### src/rtl/nvm_cmd_pkg.sv
package nvm_cmd_pkg;

  localparam logic [7:0] CMD_ARRAY_READ = 8'h00;
  localparam logic [7:0] CMD_PGM_SETUP  = 8'h40;
  localparam logic [7:0] CMD_ERASE      = 8'h20;
  localparam logic [7:0] CMD_ERASE_VFY  = 8'hA0;
  localparam logic [7:0] CMD_PGM_VFY    = 8'hC0;
  localparam logic [7:0] CMD_ABORT      = 8'hFF;

  typedef enum logic [2:0] {
    MODE_READ,
    MODE_PGM_SETUP,
    MODE_PGM_BUSY,
    MODE_ERASE_SETUP,
    MODE_ERASE_BUSY,
    MODE_ERASE_VFY,
    MODE_PGM_VFY
  } modeT;

  typedef enum logic [1:0] {
    SRC_BUS,
    SRC_LATCHED,
    SRC_PROGRAMMED
  } readSrcT;

  typedef struct packed {
    logic    capAddr;
    logic    pgmStb;
    logic    eraseStb;
    readSrcT readSrc;
  } ctrlStrobesT;

endpackage

### src/rtl/nvm_cmd_ctrl.sv
module nvm_cmd_ctrl
  import nvm_cmd_pkg::*;
#(
  parameter int DATA_W = 8
) (
  input  logic              clk,
  input  logic              rst_n,
  input  logic              chipEn_n,
  input  logic              wrEn_n,
  input  logic              hvEnable,
  input  logic [DATA_W-1:0] dataIn,
  output ctrlStrobesT       strb,
  output logic              busy
);

  logic weQ;
  modeT modeQ, modeD;
  logic weFall, weRise, writeOk;
  logic pgmGo, eraseGo;

  // previous write strobe level, used to find its edges on the clock
  always_ff @(posedge clk or negedge rst_n) begin
    if (!rst_n) weQ <= 1'b1;
    else        weQ <= wrEn_n;
  end

  assign weFall  = weQ & ~wrEn_n & ~chipEn_n;
  assign weRise  = ~weQ & wrEn_n & ~chipEn_n;
  assign writeOk = weRise & hvEnable;

  function automatic modeT decodeCmd(input logic [DATA_W-1:0] cmd);
    case (cmd[7:0])
      CMD_PGM_SETUP: return MODE_PGM_SETUP;
      CMD_ERASE:     return MODE_ERASE_SETUP;
      CMD_ERASE_VFY: return MODE_ERASE_VFY;
      CMD_PGM_VFY:   return MODE_PGM_VFY;
      default:       return MODE_READ;
    endcase
  endfunction

  always_comb begin
    modeD   = modeQ;
    pgmGo   = 1'b0;
    eraseGo = 1'b0;
    if (!hvEnable) begin
      modeD = MODE_READ;
    end else if (weRise) begin
      case (modeQ)
        MODE_PGM_SETUP: begin
          pgmGo = 1'b1;
          modeD = MODE_PGM_BUSY;
        end
        MODE_ERASE_SETUP: begin
          if (dataIn[7:0] == CMD_ERASE) begin
            eraseGo = 1'b1;
            modeD   = MODE_ERASE_BUSY;
          end else begin
            modeD = MODE_READ;
          end
        end
        default: modeD = decodeCmd(dataIn);
      endcase
    end
  end

  always_ff @(posedge clk or negedge rst_n) begin
    if (!rst_n) modeQ <= MODE_READ;
    else        modeQ <= modeD;
  end

  always_comb begin
    strb.capAddr  = weFall & hvEnable;
    strb.pgmStb   = pgmGo;
    strb.eraseStb = eraseGo;
    strb.readSrc  = SRC_BUS;
    if (hvEnable) begin
      if (modeQ == MODE_ERASE_VFY)    strb.readSrc = SRC_LATCHED;
      else if (modeQ == MODE_PGM_VFY) strb.readSrc = SRC_PROGRAMMED;
    end
  end

  assign busy = (modeQ == MODE_PGM_BUSY) || (modeQ == MODE_ERASE_BUSY);

  assert_hv_low_read_R4: assert property (@(posedge clk) disable iff (!rst_n)
    !hvEnable |=> (modeQ == MODE_READ));

  assert_busy_after_pgm_R5: assert property (@(posedge clk) disable iff (!rst_n)
    (strb.pgmStb || strb.eraseStb) |=> busy);

  assert_single_strobe_R8: assert property (@(posedge clk) disable iff (!rst_n)
    $onehot0({strb.pgmStb, strb.eraseStb}));

  assert_abort_twice_R7: assert property (@(posedge clk) disable iff (!rst_n)
    (modeQ == MODE_PGM_BUSY && writeOk && dataIn[7:0] == CMD_ABORT) |=> (modeQ == MODE_READ));

  assert_erase_cancel_R9: assert property (@(posedge clk) disable iff (!rst_n)
    (modeQ == MODE_ERASE_SETUP && writeOk && dataIn[7:0] != CMD_ERASE) |=> (modeQ == MODE_READ && !busy));

endmodule

### src/rtl/nvm_cmd_array.sv
module nvm_cmd_array
  import nvm_cmd_pkg::*;
#(
  parameter int ADDR_W = 17,
  parameter int DATA_W = 8,
  parameter int ARR_AW = 4
) (
  input  logic              clk,
  input  logic              rst_n,
  input  ctrlStrobesT       strb,
  input  logic [ADDR_W-1:0] busAddr,
  input  logic [DATA_W-1:0] dataIn,
  output logic [DATA_W-1:0] rdData
);

  localparam int DEPTH = 1 << ARR_AW;

  logic [DATA_W-1:0] memQ [DEPTH];
  logic [ARR_AW-1:0] latAddrQ, pgmAddrQ, busIdx, rdIdx;
  logic              unusedHighAddr;

  assign busIdx = busAddr[ARR_AW-1:0];

  generate
    if (ADDR_W > ARR_AW) begin : g_hi
      assign unusedHighAddr = ^busAddr[ADDR_W-1:ARR_AW];
    end else begin : g_nohi
      assign unusedHighAddr = 1'b0;
    end
  endgenerate

  always_ff @(posedge clk or negedge rst_n) begin
    if (!rst_n) begin
      latAddrQ <= '0;
      pgmAddrQ <= '0;
      for (int i = 0; i < DEPTH; i++) memQ[i] <= '1;
    end else begin
      if (strb.capAddr) latAddrQ <= busIdx;
      if (strb.eraseStb) begin
        for (int i = 0; i < DEPTH; i++) memQ[i] <= '1;
      end else if (strb.pgmStb) begin
        memQ[latAddrQ] <= memQ[latAddrQ] & dataIn;
        pgmAddrQ       <= latAddrQ;
      end
    end
  end

  always_comb begin
    case (strb.readSrc)
      SRC_LATCHED:    rdIdx = latAddrQ;
      SRC_PROGRAMMED: rdIdx = pgmAddrQ;
      default:        rdIdx = busIdx;
    endcase
  end

  assign rdData = memQ[rdIdx];

  generate
    for (genvar g = 0; g < DEPTH; g++) begin : g_chk
      assert_only_clear_R5: assert property (@(posedge clk) disable iff (!rst_n)
        !strb.eraseStb |=> ((memQ[g] & ~$past(memQ[g])) == '0));
      assert_erase_all_R8: assert property (@(posedge clk) disable iff (!rst_n)
        strb.eraseStb |=> (memQ[g] == '1));
    end
  endgenerate

endmodule

### src/rtl/nvm_cmd_top.sv
module nvm_cmd_top
  import nvm_cmd_pkg::*;
#(
  parameter int ADDR_W = 17,
  parameter int DATA_W = 8,
  parameter int ARR_AW = 4
) (
  input  logic              clk,
  input  logic              rst_n,
  input  logic              chipEn_n,
  input  logic              outEn_n,
  input  logic              wrEn_n,
  input  logic [ADDR_W-1:0] busAddr,
  input  logic [DATA_W-1:0] dataIn,
  input  logic              hvEnable,
  output logic [DATA_W-1:0] dataOut,
  output logic              dataOe,
  output logic              busy
);

  ctrlStrobesT strb;

  nvm_cmd_ctrl #(.DATA_W(DATA_W)) u_ctrl (
    .clk(clk), .rst_n(rst_n), .chipEn_n(chipEn_n), .wrEn_n(wrEn_n),
    .hvEnable(hvEnable), .dataIn(dataIn), .strb(strb), .busy(busy)
  );

  nvm_cmd_array #(.ADDR_W(ADDR_W), .DATA_W(DATA_W), .ARR_AW(ARR_AW)) u_array (
    .clk(clk), .rst_n(rst_n), .strb(strb), .busAddr(busAddr),
    .dataIn(dataIn), .rdData(dataOut)
  );

  assign dataOe = ~chipEn_n & ~outEn_n & wrEn_n;

endmodule

### config.mk
export PLATFORM = sky130hd
export DESIGN_NAME = nvm_cmd_top
export DESIGN_NICKNAME = d
export VERILOG_FILES = /design/src/rtl/nvm_cmd_pkg.sv /design/src/rtl/nvm_cmd_ctrl.sv /design/src/rtl/nvm_cmd_array.sv /design/src/rtl/nvm_cmd_top.sv
export SDC_FILE = /design/constraint.sdc
export NUM_CORES = 1
export LEC_CHECK = 0
export BUFFER_PORTS_ARGS = -buffer_cell sky130_fd_sc_hd__buf_2
export CORE_AREA = 2 2 132 134
export DETAILED_ROUTE_END_ITERATION = 7
export DIE_AREA = 0 0 134 136
export PLACE_DENSITY = 0.71
export SYNTH_ARGS = -nofsm -noshare
export SYNTH_HDL_FRONTEND = slang
export SYNTH_SLANG_ARGS = --single-unit
### constraint.sdc
create_clock -name clk -period 3 [get_ports clk]
set_input_delay 0.15 -clock clk [delete_from_list [all_inputs] [get_ports clk]]
set_output_delay 0.15 -clock clk [all_outputs]
set_load 0.01 [all_outputs]
**Word level (Yosys, flattened, before mapping)**

Index checks and enable logic that the tools add are counted.
W data, S select, Z words.

- Register bits: 140
- Logic and storage cells: 82

- Order comparisons: 3
- Equality and inequality tests: 13
- Multiplexer cells: 27
- Bitwise operators: 15
- Reductions and logical operators: 4

Operators with widths:

| kind | count |
|---|---|
| $mux W128 | 2 |
| $bwmux W128 | 1 |
| $bmux W8 S4 | 2 |
| $mux W8 | 5 |
| $demux W8 S4 | 1 |
| $eq A8 B8 Y1 const B | 2 |
| $pmux W3 S4 | 1 |
| $ge A5 B5 Y1 const B | 2 |
| $not A4 Y5 | 2 |
| $eq A3 B3 Y1 const B | 3 |
| $mux W3 | 3 |
| $and A8 B8 Y8 | 1 |
| $eq A8 B6 Y1 const B | 1 |
| $eq A8 B7 Y1 const B | 1 |
| $pmux W4 S2 | 1 |
| $and A1 B1 Y1 | 7 |
| $mux W1 | 7 |
| $eq A3 B2 Y1 const B | 2 |
| $mux W2 | 3 |
| $pmux W3 S2 | 1 |
| $lt A5 B1 Y1 const B | 1 |
| $not A1 Y1 | 5 |
| $eq A3 B1 Y1 const B | 1 |
| $eq A2 B1 Y1 const B | 1 |
| 6 further kinds | 6 |

**Logic depth before layout (Yosys ltp)**

- Depth in word-level cells: 10
- Depth in mapped cells: 11
- Gate-level depth less buffers: 6

**Modules after synthesis**

Synthesis repeated with hierarchy kept, for this count alone.

- Cell total of the unflattened synthesis: 816
- Area total of the unflattened synthesis: 8249.2 um^2

Modules (own cells, without submodules):

| module | times used | cells each | area each (um^2) | seq. area each (um^2) |
|---|---|---|---|---|
| nvm_cmd_array | 1 | 774 | 7866.3 | 3563.4 |
| nvm_cmd_ctrl | 1 | 41 | 370.4 | 101.3 |
| nvm_cmd_top | 1 | 1 | 12.5 | 0.0 |

**Worst setup path after synthesis**

OpenSTA, ideal clock, no wires.

- Kind: flip-flop to output port
- Start point: reg u_ctrl.modeQ[1]
- End point: out dataOut[6]
- Data arrival time: 2033 ps
- Required time: 2850 ps
- Slack: 817 ps
- Cell stages (with the launch flop): 10
- Cell sequence: dfrtp_1 -> buf_6 -> buf_6 -> nand3b_1 -> a21o_1 -> buf_6 -> and3_1 -> a211oi_1 -> a311oi_1 -> or4_1

- Longest elaborated chain between the ends: 10
- Elaborated cells on any way between the ends: 12

RTL lines:

| item | RTL line | RTL |
|---|---|---|
| from (decl) | nvm_cmd_ctrl.sv:17 | `modeT modeQ, modeD;` |
| from (signal assigned) | nvm_cmd_ctrl.sv:68 | `else modeQ <= modeD;` |
| $eq A3 B3 Y1 | nvm_cmd_ctrl.sv:78 | `else if (modeQ == MODE_PGM_VFY) strb.readSrc = SRC_PROGRAMMED;` |
| $mux W2 | nvm_cmd_ctrl.sv:78 |  |
| $mux W2 (*) | nvm_cmd_ctrl.sv:77 | `if (modeQ == MODE_ERASE_VFY) strb.readSrc = SRC_LATCHED;` |
| $mux W2 (*) | nvm_cmd_ctrl.sv:76 | `if (hvEnable) begin` |
| $eq A2 B2 Y1 or $eq A2 B1 Y1 (tied branches) | nvm_cmd_array.sv:49 | `case (strb.readSrc)` |
| $pmux W4 S2 (*) | nvm_cmd_array.sv:49 |  |
| $not A4 Y5 (implied by the code) (*) | nvm_cmd_array.sv:56 | `assign rdData = memQ[rdIdx];` |
| $bmux W8 S4 (*) | nvm_cmd_array.sv:56 |  |
| $mux W8 (implied by the code) (*) (2 in a row) | nvm_cmd_array.sv:56 |  |
| to (decl) | nvm_cmd_top.sv:16 | `output logic [DATA_W-1:0] dataOut,` |

Every way passes the cells marked *; elsewhere a longest branch is shown, timed or not. The select of a mux whose other input is x is not followed.

**Worst setup path in the final report**

- Start point: reg u_ctrl.modeQ[0]
- End point: out dataOut[4]

The elaborated chain is that of the path after synthesis.

==> results.json <==
{
  "leakagePower_nw": 3.639,
  "h-tree-depth": 4,
  "final_cell_mix": "dfstp_2, nor3_1, o21ai_0",
  "initial_core_util_pct": 48.61,
  "clkSinkCount": 140,
  "drt_wl_total_um": 23550,
  "period_minus_slack_ns": 2.940,
  "powerDensity_nw_per_um2": 496.5,
  "overflow": 0,
  "cts_buffer_depth": 2,
  "clk_pin_slew_ns": 0.06,
  "cp-end-kind": "output pin",
  "route.detailed.drc": 0,
  "vdd.ir_drop.worst_v": 0.0003574,
  "syn_inst": 749,
  "regArea_um2": 3669,
  "finClkSkew_ns": 0.009309,
  "path_max_fanout": 8,
  "finalCritPeriodShare_pct": 97.99,
  "synth-main-ff-cell": "dfstp_2",
  "syn_area_per_cell_um2": 10.95,
  "yosysWarnings": 0,
  "vias": 6775,
  "num_rows": 48,
  "ant_nets": 0,
  "dieWidth_um": 134,
  "cts_tree": "done",
  "viasPerCell": 6.675,
  "synth_top_family_by_area": "compound AO/OA/AOI/OAI gates",
  "cts-root-buf": "clkbuf_16",
  "critPathKind": "flop to output pin",
  "outcome": "finished clean",
  "slew_violations": 0,
  "grt_pass1_vias": 6610,
  "multiInputGateArea_um2": 4235,
  "setup_viol": 0,
  "synth_cell_types": 58,
  "synth-simple-area-share_pct": 13.91,
  "wl_per_cell_um": 23.20,
  "required_ns": 2.85,
  "min_path_type": "input pin to flop",
  "hold_viol_final": 0,
  "ys_ff_latch": 140,
  "cp-start-kind": "flop",
  "worstPathArrival_ns": 2.79,
  "synth_area_leaders": "dfstp_2, mux4_2, o21ai_0, nor3_1, a21oi_1",
  "synthAdderAreaFrac_pct": 0,
  "grt_first_pass_wirelength_um": 37210,
  "layout_commonest_cell": "dfstp_2",
  "dr.pass1.iters": 5,
  "fmax_ghz": 0.3402,
  "netlist_area_um2": 8203,
  "gp_congestion": 0.8434,
  "coreArea_um2": 16880,
  "maxCapViolCount": 0,
  "antenna_found_initial": 0,
  "synthMuxAreaShare_pct": 15.74,
  "rsz0062_at_grt": "yes",
  "drt_iter0_drc": 834,
  "synth-async-reset-ratio_pct": 100.0,
  "portBuffers": 27,
  "antennaDiodeCount": 0,
  "nFillCells": 1357,
  "fin_tns_setup_ns": 0,
  "syn_nets": 780,
  "slew_headroom_pct": 22.63,
  "dpl.hpwl_um": 14580,
  "ios": 41,
  "total_power_w": 0.004699,
  "synth_edf_count": 0,
  "grt_max_degree": 130,
  "tightest_slew_ns": 1.145,
  "area_growth_pct": 15.38,
  "fin_nets": 810,
  "synth_top_cell_area_share_pct": 41.32,
  "synth_compound_area_share_pct": 19.02,
  "yosysTopAreaCell": "dfstp_2",
  "die_h_um": 136,
  "ys_seq_area_share_pct": 44.68,
  "cts_buffers": 17,
  "clk_latency_ns": 0.43,
  "track_usage_pct": 26.46,
  "synth-xor-area-share_pct": 0.3203,
  "layout-drive-gt1-share_pct": 45.06,
  "die-area_um2": 18220
}
metrics by stage:
stage,instances,instance area [um^2],worst slack (ns),hold WS [ns],utilization [%]
2_1_floorplan,749,8203,0.8174,-0.1456,-
3_3_place_gp,957,8383,0.03013,0.2489,49.67
3_5_place_dp,957,8383,-0.06276,0.2580,49.67
4_1_cts,1000,9133,0.0009763,0.0007973,54.11
5_1_grt,1015,9464,-0.03931,0.01122,56.08
6_report,1015,9464,0.06031,0.01164,56.08
final timing paths:
kind | startpoint | endpoint | slack (ns) | depth (start not counted)
worst min-delay path | busAddr[3] | u_array.latAddrQ[3] | 0.01 | 2
max in group asynchronous | rst_n | u_array.memQ[51] | 1.70 | 3
min in group asynchronous | rst_n | u_array.latAddrQ[3] | 0.36 | 2
worst max-delay path | u_ctrl.modeQ[0] | dataOut[4] | 0.06 | 11
worst max register to register | u_ctrl.modeQ[0] | u_array.memQ[27] | 0.19 | 9
worst min register to register | u_array.pgmAddrQ[1] | u_array.pgmAddrQ[1] | 0.54 | 1
registers in the layout, indices dropped and copies added, names as in the netlist:
signal,count
u_ctrl.weQ,1
u_array.pgmAddrQ,4
u_array.latAddrQ,4
u_array.memQ,128
u_ctrl.modeQ,3
synthesized netlist by cell type, types with 8 or more instances:
library cell	n
and3_1	32
mux4_2	40
buf_4	8
buf_6	23
a211o_1	8
a21oi_2	10
nor3_1	88
buf_2	24
nor2_1	12
nand2b_1	9
mux2i_1	30
dfrtp_1	11
clkbuf_1	17
mux2_2	8
o21ai_0	89
nand2_1	8
nand2_2	9
a21oi_1	81
dfstp_2	129
a211oi_1	46
timing repair:
item / in CTS / in global routing
hold buffers: 3 / 0
gates cloned: 1 / 1
hold endpoints to repair: 13 / 0
buffers inserted: 9 / 14
gates resized for setup: 12 / 37
pin swaps: 3 / 6
setup endpoints to repair: 8 / 23
power by group:
group	switching (W)	total, W	internal (W)
Clock	0.000778	0.00216	0.00138
Sequential	0.0000130	0.00193	0.00191
Combinational	0.000380	0.000613	0.000233
Total	0.00117	0.00470	0.00353
worst max-delay path, cell delays in order, from the launching register on:
cell	delay [ns]
dfrtp_2	0.50
buf_4	0.17
buf_4	0.13
nand3b_1	0.15
a21o_1	0.19
nand2_2	0.20
buf_12	0.15
nor2_4	0.04
buf_4	0.16
a221oi_2	0.32
a211o_1	0.20
buf_2	0.14
cells by family (layout without fill, tap and decap cells):
| group | count (synthesis) | after routing |
|---|---|---|
| compound gates | 258 | 259 |
| simple gates | 194 | 195 |
| flops | 140 | 140 |
| mux | 78 | 78 |
| buf+inv | 76 | 115 |
| xor+xnor | 3 | 3 |
cell type report:
class | instances | share of cell area, %
well taps | 225 | 2.975
clock buffers | 23 | 5.156
repair buffers | 85 | 7.166
multi-input cells | 535 | 44.75
flip-flops and latches | 140 | 38.76
clock inverters | 7 | 1.190
metal layers:
metal	global-route usage, %	vias to the layer above	wire length, um
met3	6.749	42	1860
met2	42.96	335	11800
met4	9.397	0	480
li1	-	2944	-
met1	34.58	3454	9408
met5	0	-	0
No activity file was read; power rests on OpenSTA's default activity.
